File: config.mk
export PLATFORM = sky130hd
export DESIGN_NAME = mstk_datapath
export DESIGN_NICKNAME = d
export VERILOG_FILES = /design/src/rtl/mstk_pkg.sv /design/src/rtl/mstk_bsrc_mux.sv /design/src/rtl/mstk_alu.sv /design/src/rtl/mstk_shifter.sv /design/src/rtl/mstk_datapath.sv
export SDC_FILE = /design/constraint.sdc
export NUM_CORES = 1
export LEC_CHECK = 0
export BUFFER_PORTS_ARGS = -buffer_cell sky130_fd_sc_hd__clkbuf_2
export CORE_UTILIZATION = 40
export CTS_CLUSTER_SIZE = 14
export DETAILED_ROUTE_END_ITERATION = 10
export PLACE_DENSITY = 0.67
export REMOVE_ABC_BUFFERS = 1
export SLEW_MARGIN = 25
export SYNTH_ARGS = -nofsm -noshare
export SYNTH_HDL_FRONTEND = slang
export SYNTH_SLANG_ARGS = --single-unit
File: constraint.sdc
create_clock -name clk -period 6.15 [get_ports clk]
set_input_delay 0.3075 -clock clk [delete_from_list [all_inputs] [get_ports clk]]
set_output_delay 0.3075 -clock clk [all_outputs]
set_load 0.05 [all_outputs]
File: src/rtl/mstk_pkg.sv
package mstk_pkg;

    localparam int NUM_DEST = 9;
    localparam int BSEL_W   = 4;

    localparam int D_HOLD    = 0;
    localparam int D_SCRATCH = 1;
    localparam int D_TOP     = 2;
    localparam int D_CBASE   = 3;
    localparam int D_FRAME   = 4;
    localparam int D_SP      = 5;
    localparam int D_PC      = 6;
    localparam int D_MDATA   = 7;
    localparam int D_MADDR   = 8;

    typedef enum logic [1:0] {
        FN_AND  = 2'b00,
        FN_OR   = 2'b01,
        FN_NOTB = 2'b10,
        FN_ADD  = 2'b11
    } alu_fn_e;

    typedef struct packed {
        logic    sar1;
        logic    shl8;
        logic    cin;
        logic    inv_a;
        logic    b_en;
        logic    a_en;
        alu_fn_e fn;
    } alu_ctl_t;

    typedef enum logic [BSEL_W-1:0] {
        BS_MDATA   = 4'd0,
        BS_PC      = 4'd1,
        BS_BYTE_S  = 4'd2,
        BS_BYTE_Z  = 4'd3,
        BS_SP      = 4'd4,
        BS_FRAME   = 4'd5,
        BS_CBASE   = 4'd6,
        BS_TOP     = 4'd7,
        BS_SCRATCH = 4'd8
    } bsrc_e;

    function automatic logic shift_conflict(alu_ctl_t c);
        return c.shl8 && c.sar1;
    endfunction

endpackage

File: src/rtl/mstk_bsrc_mux.sv
module mstk_bsrc_mux
    import mstk_pkg::*;
#(
    parameter int WIDTH  = 32,
    parameter int BYTE_W = 8
) (
    input  logic [BSEL_W-1:0] bsel,
    input  logic [WIDTH-1:0]  regs [NUM_DEST],
    input  logic [BYTE_W-1:0] byte_reg,
    output logic [WIDTH-1:0]  bbus
);
    localparam int EXT_W = WIDTH - BYTE_W;

    logic [WIDTH-1:0] byte_sext;
    logic [WIDTH-1:0] byte_zext;

    assign byte_sext = {{EXT_W{byte_reg[BYTE_W-1]}}, byte_reg};
    assign byte_zext = {{EXT_W{1'b0}}, byte_reg};

    always_comb begin
        case (bsrc_e'(bsel))
            BS_MDATA:   bbus = regs[D_MDATA];
            BS_PC:      bbus = regs[D_PC];
            BS_BYTE_S:  bbus = byte_sext;
            BS_BYTE_Z:  bbus = byte_zext;
            BS_SP:      bbus = regs[D_SP];
            BS_FRAME:   bbus = regs[D_FRAME];
            BS_CBASE:   bbus = regs[D_CBASE];
            BS_TOP:     bbus = regs[D_TOP];
            BS_SCRATCH: bbus = regs[D_SCRATCH];
            default:    bbus = '0;
        endcase
    end
endmodule

File: src/rtl/mstk_alu.sv
module mstk_alu
    import mstk_pkg::*;
#(
    parameter int WIDTH = 32
) (
    input  alu_ctl_t         ctl,
    input  logic [WIDTH-1:0] a_in,
    input  logic [WIDTH-1:0] b_in,
    output logic [WIDTH-1:0] result,
    output logic             neg,
    output logic             zero
);
    logic [WIDTH-1:0] a_gated;
    logic [WIDTH-1:0] a_op;
    logic [WIDTH-1:0] b_op;
    logic [WIDTH-1:0] carry;

    assign a_gated = ctl.a_en ? a_in : '0;
    assign a_op    = ctl.inv_a ? ~a_gated : a_gated;
    assign b_op    = ctl.b_en ? b_in : '0;
    assign carry   = {{(WIDTH-1){1'b0}}, ctl.cin};

    always_comb begin
        case (ctl.fn)
            FN_AND:  result = a_op & b_op;
            FN_OR:   result = a_op | b_op;
            FN_NOTB: result = ~b_op;
            default: result = a_op + b_op + carry;
        endcase
    end

    assign neg  = result[WIDTH-1];
    assign zero = (result == '0);
endmodule

File: src/rtl/mstk_shifter.sv
module mstk_shifter
    import mstk_pkg::*;
#(
    parameter int WIDTH   = 32,
    parameter int SHL_AMT = 8
) (
    input  alu_ctl_t         ctl,
    input  logic [WIDTH-1:0] din,
    output logic [WIDTH-1:0] dout
);
    logic [WIDTH-1:0] left_v;
    logic [WIDTH-1:0] right_v;

    assign left_v  = din << SHL_AMT;
    assign right_v = {din[WIDTH-1], din[WIDTH-1:1]};

    always_comb begin
        if (shift_conflict(ctl))
            dout = din;
        else if (ctl.shl8)
            dout = left_v;
        else if (ctl.sar1)
            dout = right_v;
        else
            dout = din;
    end
endmodule

File: src/rtl/mstk_datapath.sv
module mstk_datapath
    import mstk_pkg::*;
#(
    parameter int WIDTH  = 32,
    parameter int BYTE_W = 8
) (
    input  logic                 clk,
    input  logic                 rst,
    input  logic [7:0]           alu_field,
    input  logic [BSEL_W-1:0]    bsel,
    input  logic [NUM_DEST-1:0]  cwrite,
    input  logic                 mem_word_valid,
    input  logic [WIDTH-1:0]     mem_word,
    input  logic                 mem_byte_valid,
    input  logic [BYTE_W-1:0]    mem_byte,
    output logic [WIDTH-1:0]     hold_o,
    output logic [WIDTH-1:0]     scratch_o,
    output logic [WIDTH-1:0]     top_o,
    output logic [WIDTH-1:0]     cbase_o,
    output logic [WIDTH-1:0]     frame_o,
    output logic [WIDTH-1:0]     sp_o,
    output logic [WIDTH-1:0]     pc_o,
    output logic [WIDTH-1:0]     mdata_o,
    output logic [WIDTH-1:0]     maddr_o,
    output logic [BYTE_W-1:0]    byte_o,
    output logic                 neg_flag,
    output logic                 zero_flag,
    output logic [WIDTH-1:0]     cbus
);
    alu_ctl_t          ctl;
    logic [WIDTH-1:0]  regs_q [NUM_DEST];
    logic [BYTE_W-1:0] byte_q;
    logic [WIDTH-1:0]  bbus;
    logic [WIDTH-1:0]  alu_res;

    assign ctl = alu_ctl_t'(alu_field);

    mstk_bsrc_mux #(.WIDTH(WIDTH), .BYTE_W(BYTE_W)) u_bsrc (
        .bsel     (bsel),
        .regs     (regs_q),
        .byte_reg (byte_q),
        .bbus     (bbus)
    );

    mstk_alu #(.WIDTH(WIDTH)) u_alu (
        .ctl    (ctl),
        .a_in   (regs_q[D_HOLD]),
        .b_in   (bbus),
        .result (alu_res),
        .neg    (neg_flag),
        .zero   (zero_flag)
    );

    mstk_shifter #(.WIDTH(WIDTH), .SHL_AMT(BYTE_W)) u_shift (
        .ctl  (ctl),
        .din  (alu_res),
        .dout (cbus)
    );

    for (genvar gi = 0; gi < NUM_DEST; gi++) begin : g_dest
        if (gi == D_MDATA) begin : g_mem_port
            always_ff @(posedge clk) begin
                if (rst)
                    regs_q[gi] <= '0;
                else if (mem_word_valid)
                    regs_q[gi] <= mem_word;
                else if (cwrite[gi])
                    regs_q[gi] <= cbus;
            end
        end else begin : g_plain
            always_ff @(posedge clk) begin
                if (rst)
                    regs_q[gi] <= '0;
                else if (cwrite[gi])
                    regs_q[gi] <= cbus;
            end
        end
    end

    always_ff @(posedge clk) begin
        if (rst)
            byte_q <= '0;
        else if (mem_byte_valid)
            byte_q <= mem_byte;
    end

    assign hold_o    = regs_q[D_HOLD];
    assign scratch_o = regs_q[D_SCRATCH];
    assign top_o     = regs_q[D_TOP];
    assign cbase_o   = regs_q[D_CBASE];
    assign frame_o   = regs_q[D_FRAME];
    assign sp_o      = regs_q[D_SP];
    assign pc_o      = regs_q[D_PC];
    assign mdata_o   = regs_q[D_MDATA];
    assign maddr_o   = regs_q[D_MADDR];
    assign byte_o    = byte_q;
endmodule

==> run_results.csv, run 1 <==
group,metric,value,unit
job,drv_cap,0,
synthesis,synth_mux_area_share,8.261,%
sta,slew_headroom,27.96,%
synthesis,ys_ff_latch,296,
global_routing,grt_pass1_wl,113700,µm
setup_path,crit_type,"reg -> out",
place,place.detailed.hpwl,56960,µm
floorplanning,start_util,40.59,%
sta,min_period,5.917,ns
setup_path,worstSetupStartpointType,"flip-flop",
cells_and_area,synthToLayoutAreaGrowth,24.28,%
drt,via_per_inst,5.964,
power_and_ir_drop,p_total,6.203,mW
setup_path,r2r_cells,20,
run_status,outcome,"complete, no violations",
drt,wl,77340,µm
clocking,clk_latency,0.58,ns
synthesis,synth_compound_area_share,24.75,%
global_routing,grt_pass1_vias,17680,
synthesis,ys_seq_area_share,33.81,%
sta,hold_violations,0,
synthesis,syn_area_per_cell,8.046,µm²
cells_and_area,drive_gt1_share,24.85,%
synthesis,synth_simple_gate_area_share,19.21,%
floorplanning,dieArea,0.04465,mm²
synthesis,synth-xor-area-share,2.499,%
global_routing,grt_max_degree,109,
setup_path,timing.rr.start,"frame_o[0]$_SDFFE_PP0P_",
drt,dr_wl_met2,34820,µm
synthesis,syn_inst,2178,
global_routing,overflow,0,
synthesis,async_flop_share,0,%
sta,setup_violations,0,
clocking,cts_buffers,30,
clocking,clk_pin_slew,0.06,ns
clocking,cts_buffer_depth,3,
place,placed_cells,3091,
min_path,holdPathEnd,"mdata_o[8]$_SDFFE_PP0P_",
min_path,hp-start,"mem_word[8]",
setup_path,critPathMaxFanout,3,
drt,drtPass1Iterations,8,
cells_and_area,nets,2684,
floorplanning,num_io_pins,395,
clocking,cts_sinks,296,
min_path,hp-class,"in -> reg",
synthesis,synth_cell_types,92,
synthesis,syn_area,0.01752,mm²
setup_path,rr_endpoint,"frame_o[18]$_SDFFE_PP0P_",
cells_and_area,utilization,50.45,%
drt,drc,0,
cells_and_area,fin_cells,3161,
synthesis,synth_warnings,0,
power_and_ir_drop,cellLeakagePower,9.714,nW
cells_and_area,num-fill-cells,4272,
drt,wl_met1,32370,µm
clocking,cts_tree,"yes",
setup_path,cp.arrival,5.61,ns
drt,highest_layer,"met4",
floorplanning,num_rows,76,
power_and_ir_drop,power.density,284.8,mW/mm²
setup_path,end_kind,"output port",
min_path,whs_path_depth,3,
drt,antenna_left,0,
global_routing,antenna_found_initial,1,
setup_path,worst-endpoint-required,5.84,ns
synthesis,synth_edf_count,0,
sta,maxSlewViolCount,0,
global_routing,track_usage,33.45,%
cells_and_area,final-seq-area,0.005932,mm²
floorplanning,die_h,211.3,µm
power_and_ir_drop,ir_drop,0.2081,mV
sta,tightest_slew,1.081,ns
drt,num_vias,18850,
sta,timing.final.crit_share,96.21,%
setup_path,r2r_slack,0.96,ns
sta,fmax,0.1690,GHz
place,port_buffers,394,
clocking,htree_num_levels,1,
clocking,clock-root-buffer,"clkbuf_16",
drt,met3_length,7071,µm
drt,drtIter0Drc,1947,
synthesis,synth-main-ff-cell,"dfxtp_1",
synthesis,synthAdderAreaFrac,4.798,%
synthesis,synth_top_family_by_area,"compound AO/OA/AOI/OAI gates",
floorplanning,core_area,0.04317,mm²
floorplanning,die_w,211.3,µm
place,gp_congestion,0.9558,
sta,finClkSkew,0.02495,ns
cells_and_area,multiInputGateArea,0.01051,mm²
drt,wl_per_cell,24.47,µm
final cells by class:
| class | instances | share of cell area (%) |
|---|---|---|
| antenna | 1 | 0.01149 |
| clock buffer | 44 | 4.016 |
| clock inverter | 10 | 0.3734 |
| inverter | 108 | 1.861 |
| multi-input combinational | 1585 | 48.27 |
| sequential | 296 | 27.24 |
| tap | 585 | 3.361 |
| timing repair buffer | 532 | 14.87 |
cells by family after synthesis:
| family | Yosys count |
|---|---|
| flip-flops | 296 |
| AND/OR/NAND/NOR | 707 |
| adder cells (fa/ha/maj) | 66 |
| XOR/XNOR | 50 |
| buffers and inverters | 297 |
| AO/OA/AOI/OAI | 627 |
| multiplexers | 135 |
Yosys cell counts, types with 10 or more instances:
master | count | area, µm²
inv_1 | 103 | 386.6
mux2i_1 | 103 | 1031
xnor2_1 | 39 | 341.6
nand3_1 | 32 | 160.2
o21ai_0 | 68 | 340.3
buf_2 | 19 | 95.09
nor2_1 | 253 | 949.7
nor2b_1 | 15 | 93.84
a31oi_1 | 20 | 125.1
dfxtp_1 | 296 | 5926
buf_1 | 17 | 63.81
a211oi_1 | 115 | 863.3
o221ai_1 | 21 | 183.9
nand2b_1 | 110 | 688.2
a22oi_1 | 19 | 142.6
ha_1 | 64 | 800.8
nor3_1 | 19 | 95.09
xor2_1 | 11 | 96.34
o22ai_1 | 116 | 725.7
and3_1 | 17 | 106.4
mux2_2 | 21 | 236.5
o211ai_1 | 19 | 142.6
or3_1 | 10 | 62.56
a21oi_1 | 83 | 415.4
nand2_1 | 179 | 671.9
and2_1 | 19 | 118.9
nand4_1 | 13 | 81.33
o21ai_1 | 20 | 100.1
a22o_1 | 19 | 166.4
a21o_1 | 24 | 180.2
clkbuf_1 | 146 | 548.0
stage by stage:
stage	setup TNS, ns	area (µm²)	hold slack [ns]	worst slack (ns)
final	0	21780	0.02597	0.2333
after global routing	-0.01287	21780	0.04585	-0.01287
after CTS	0	21730	0.01856	0.03872
after detailed placement	-0.3267	20590	0.4767	-0.3267
after global placement	-0.4227	20590	0.4719	-0.4227
after floorplan	-0.1692	16760	0.3766	-0.1692
timing repair:
action | 4_1_cts | 5_1_grt
setup endpoints to repair | 17 | 1
hold buffers | 14 | 0
endpoints found under the hold margin | 14 | 0
pin swaps | 3 | 12
resized for setup | 8 | 12
cloned | 0 | 0
buffers inserted | 0 | 1
report_power, final:
| group | internal (mW) | total (mW) | switching, mW |
|---|---|---|---|
| clock network | 1.02 | 1.82 | 0.796 |
| logic | 0.586 | 2.14 | 1.55 |
| registers | 2.09 | 2.25 | 0.162 |
worst max path at each step:
| stage | startpoint | depth (start not counted) | to | slack [ns] |
|---|---|---|---|---|
| 2_1_floorplan | bsel[0] | 16 | zero_flag | -0.17 |
| 3_3_place_gp | bsel[0] | 21 | zero_flag | -0.42 |
| 3_5_place_dp | bsel[0] | 21 | zero_flag | -0.33 |
| 4_1_cts | frame_o[0]$_SDFFE_PP0P_ | 19 | zero_flag | 0.04 |
| 5_1_grt | frame_o[0]$_SDFFE_PP0P_ | 21 | zero_flag | -0.01 |
| 6_report | frame_o[0]$_SDFFE_PP0P_ | 19 | zero_flag | 0.23 |
worst max-delay path, stage by stage (launching register included):
cell and delay (ns):
dfxtp_4 0.36, mux2i_2 0.18, o2bb2ai_2 0.11, a2111oi_4 0.43, buf_4 0.18, nand2b_4 0.12
inv_2 0.05, fa_2 0.41, fa_2 0.39, a21o_1 0.21, a21oi_2 0.13, xnor2_1 0.07
mux4_2 0.49, or4_4 0.42, or4b_4 0.54, nor4_2 0.14, nand4_1 0.18, nor4bb_4 0.33
buf_4 0.17, buf_12 0.12
flip-flops by register name, indices dropped and copies added (netlist names):
| name | flops |
|---|---|
| maddr_o | 32 |
| sp_o | 32 |
| cbase_o | 32 |
| byte_o | 8 |
| pc_o | 32 |
| scratch_o | 32 |
| hold_o | 32 |
| top_o | 32 |
| frame_o | 32 |
| mdata_o | 32 |
layer usage:
metal / track usage [%] / vias to the layer above
met5: 0 / -
met4: 12.49 / 0
met3: 6.201 / 145
met2: 52.01 / 951
met1: 45.89 / 9199
li1: - / 8558
cells in the final DEF (no fill, tap or decap), types with 39 or more instances in the layout:
master and n:
mux2i_1 102, buf_4 120, o22ai_1 116, dfxtp_1 293, xnor2_1 39, nand2_1 179, a211oi_1 115, nand2b_1 109
inv_1 102, o21ai_0 67, a21oi_1 82, nor2_1 252, ha_1 64, clkbuf_2 383
Power figures use the tool's default switching activity.
==> run 2: changes to the inputs <==
--- a/config.mk
+++ b/config.mk
@@ -6,10 +6,11 @@
 export NUM_CORES = 1
 export LEC_CHECK = 0
 export BUFFER_PORTS_ARGS = -buffer_cell sky130_fd_sc_hd__clkbuf_2
+export CORE_ASPECT_RATIO = 2
 export CORE_UTILIZATION = 40
 export CTS_CLUSTER_SIZE = 14
 export DETAILED_ROUTE_END_ITERATION = 10
-export PLACE_DENSITY = 0.67
+export PLACE_DENSITY = 0.69
 export REMOVE_ABC_BUFFERS = 1
 export SLEW_MARGIN = 25
 export SYNTH_ARGS = -nofsm -noshare
==> constraint.sdc (replaced) <==
create_clock -name clk -period 4.93 [get_ports clk]
set_input_delay 0.2465 -clock clk [delete_from_list [all_inputs] [get_ports clk]]
set_output_delay 0.2465 -clock clk [all_outputs]
set_load 0.05 [all_outputs]
==> run 2 against run 1 <==
The run now ends with setup timing left; cell count increased by 9.5%; critical path depth stayed put; clock skew shrank 0.0021 ns; setup slack worse by 0.83 ns; global-route usage increased by 8.4 points; final area grew 17%; sequential share of layout area down 3.9 points; non-clock buffer count rose by 347; flip-flop and latch count unchanged; clock-buffer cell count shrank 5; combinational power rose by 54%; critical endpoint unchanged; largest cell class unchanged; largest power group is now combinational logic.
==> run_results.csv, run 2 (synthesized netlist as in run 1, its figures left out) <==
group,metric,value,unit
run_status,outcome,"finished, violations left",
run_status,violations,"setup timing",
clocking,cts_buffer_depth,3,
global_routing,grt_pass1_wl,136500,µm
power_and_ir_drop,ir_drop,0.3486,mV
sta,hold_violations,0,
sta,tightest_slew,1.037,ns
sta,rsz0062_at_grt,"true",
global_routing,grt_max_degree,111,
sta,slew_headroom,29.98,%
place,place.detailed.hpwl,71960,µm
global_routing,grt_pass1_vias,20950,
place,gp_congestion,1.059,
setup_path,timing.rr.start,"frame_o[0]$_SDFFE_PP0P_",
drt,wl,95230,µm
sta,min_period,5.528,ns
floorplanning,core_area,0.04324,mm²
drt,wl_per_cell,27.51,µm
min_path,holdPathEnd,"mdata_o[25]$_SDFFE_PP0P_",
clocking,clk_pin_slew,0.07,ns
setup_path,end_kind,"output port",
place,port_buffers,394,
setup_path,cp_slowest_cell,"or4b_4",
clocking,htree_num_levels,1,
setup_path,critPathMaxFanout,3,
setup_path,crit_chain,"mux2i_1, o2bb2ai_2, a2111oi_4, buf_4, nand2b_4, inv_4, fa_2, fa_2, a21o_1, a21oi_2, xnor2_1, mux4_2, or4_4, or4b_4, nor4_4, nand4_1, nor4bb_1, buf_4, buf_12",
clocking,cts_tree,"yes",
sta,setup_violations,30,
sta,finClkSkew,0.02287,ns
cells_and_area,num_antenna_cells,0,
clocking,cts_buffers,27,
clocking,clk_latency,0.56,ns
min_path,hp-class,"in -> reg",
global_routing,track_usage,41.88,%
place,placed_cells,3366,
setup_path,slowest_delay,0.51,ns
floorplanning,die_h,298.0,µm
cells_and_area,synthToLayoutAreaGrowth,45.07,%
drt,antenna_left,0,
floorplanning,die_w,150.0,µm
setup_path,crit_type,"reg -> out",
sta,worst_slack,-0.5980,ns
sta,fin_tns_setup,-7.934,ns
drt,drc,0,
drt,num_vias,20920,
sta,maxSlewViolCount,0,
cells_and_area,fin_area,0.02542,mm²
place,placed_cell_area,0.02314,mm²
floorplanning,start_util,40.53,%
cells_and_area,fin_cells,3462,
min_path,hp-start,"mem_word[25]",
min_path,whs_path_depth,3,
drt,drtPass1Iterations,6,
clocking,clock-root-buffer,"clkbuf_16",
setup_path,rr_endpoint,"top_o[24]$_SDFFE_PP0P_",
setup_path,r2r_slack,-0.08,ns
floorplanning,dieArea,0.04470,mm²
floorplanning,num_rows,108,
cells_and_area,final_cell_mix,"buf_4, clkbuf_2, dfxtp_1, nor2_1, nand2_1",
floorplanning,num_io_pins,395,
setup_path,r2r_cells,24,
drt,via_per_inst,6.042,
global_routing,antenna_found_initial,1,
cells_and_area,num-fill-cells,3940,
setup_path,worstSetupStartpointType,"flip-flop",
setup_path,worst-endpoint-required,4.68,ns
power_and_ir_drop,cellLeakagePower,11.63,nW
cells_and_area,drive_gt1_share,37.33,%
cells_and_area,layout_commonest_cell,"buf_4",
sta,fmax,0.1809,GHz
setup_path,cp.arrival,5.28,ns
sta,timing.final.crit_share,112.1,%
global_routing,overflow,0,
clocking,cts_sinks,296,
power_and_ir_drop,power.density,319.9,mW/mm²
drt,drtIter0Drc,1845,
cells_and_area,nets,3028,
job,drv_cap,0,
-- run 2: cell types whose count changed in the layout (fill, tap and decap cells not counted), moves of 16 or more --
cell,previous run,this run
buf_4,120,423
buf_6,0,23
clkbuf_2,383,360
buf_12,13,33
inv_1,102,82
a21oi_1,82,66
-- run 2: worst max-delay path by stage --
stage / from / end / slack (ns) / cells after the start
2_1_floorplan: bsel[0] / zero_flag / -1.27 / 16
3_5_place_dp: bsel[0] / zero_flag / -0.83 / 20
6_report: frame_o[0]$_SDFFE_PP0P_ / zero_flag / -0.60 / 19
4_1_cts: frame_o[0]$_SDFFE_PP0P_ / zero_flag / -0.59 / 19
3_3_place_gp: bsel[0] / cbus[24] / -0.84 / 23
5_1_grt: frame_o[0]$_SDFFE_PP0P_ / zero_flag / -0.77 / 19
-- run 2: area by class of cell --
cell class / instances / area, µm² / share of cell area, %
Clock buffer: 39 / 750.7 / 2.953
Clock inverter: 5 / 35.03 / 0.1378
Inverter: 108 / 420.4 / 1.654
Multi-Input combinational cell: 1585 / 11200 / 44.06
Sequential cell: 296 / 5929 / 23.32
Tap cell: 550 / 688.2 / 2.707
Timing Repair Buffer: 879 / 6399 / 25.17
-- run 2: repair_timing --
action,CTS,global route
cloned,0,0
pin swaps,54,44
hold buffers,23,0
endpoints found under the setup margin,219,69
resized for setup,169,87
hold endpoints to repair,23,0
buffers inserted,25,12
-- run 2: metrics by stage --
stage               setup WS, ns  hold slack (ns)  util (%)  power [mW]
finish                   -0.5980          0.01212     58.79       8.132
global route             -0.7737          0.01588     58.79       8.336
CTS                      -0.5946        0.0008794     57.92       7.995
detailed placement       -0.8317           0.4788     53.51       5.857
global placement         -0.8389           0.4756     53.50       5.824
floorplan                 -1.267           0.3156         -       4.423
-- run 2: worst max-delay path: cells and delay by family, from the launching register on --
kind / cells / cell delay (ns)
multiplexers: 2 / 0.68
buffers and inverters: 4 / 0.51
AO/OA/AOI/OAI: 4 / 0.87
flip-flops: 1 / 0.32
AND/OR/NAND/NOR: 6 / 1.60
adder cells (fa/ha/maj): 2 / 0.71
XOR/XNOR: 1 / 0.07
-- run 2: where the power goes --
part / internal (mW) / switching, mW
clock network: 1.05 / 0.956
registers: 2.60 / 0.220
logic: 1.12 / 2.18
total: 4.77 / 3.36
-- run 2: layer usage --
| metal | up-vias | global-route usage, % | wire length [µm] |
|---|---|---|---|
| met5 | - | 0 | 0 |
| met4 | 0 | 36.58 | 10200 |
| met3 | 452 | 8.101 | 7013 |
| met2 | 1231 | 71.41 | 46430 |
| met1 | 10010 | 43.00 | 31580 |
| li1 | 9224 | - | - |
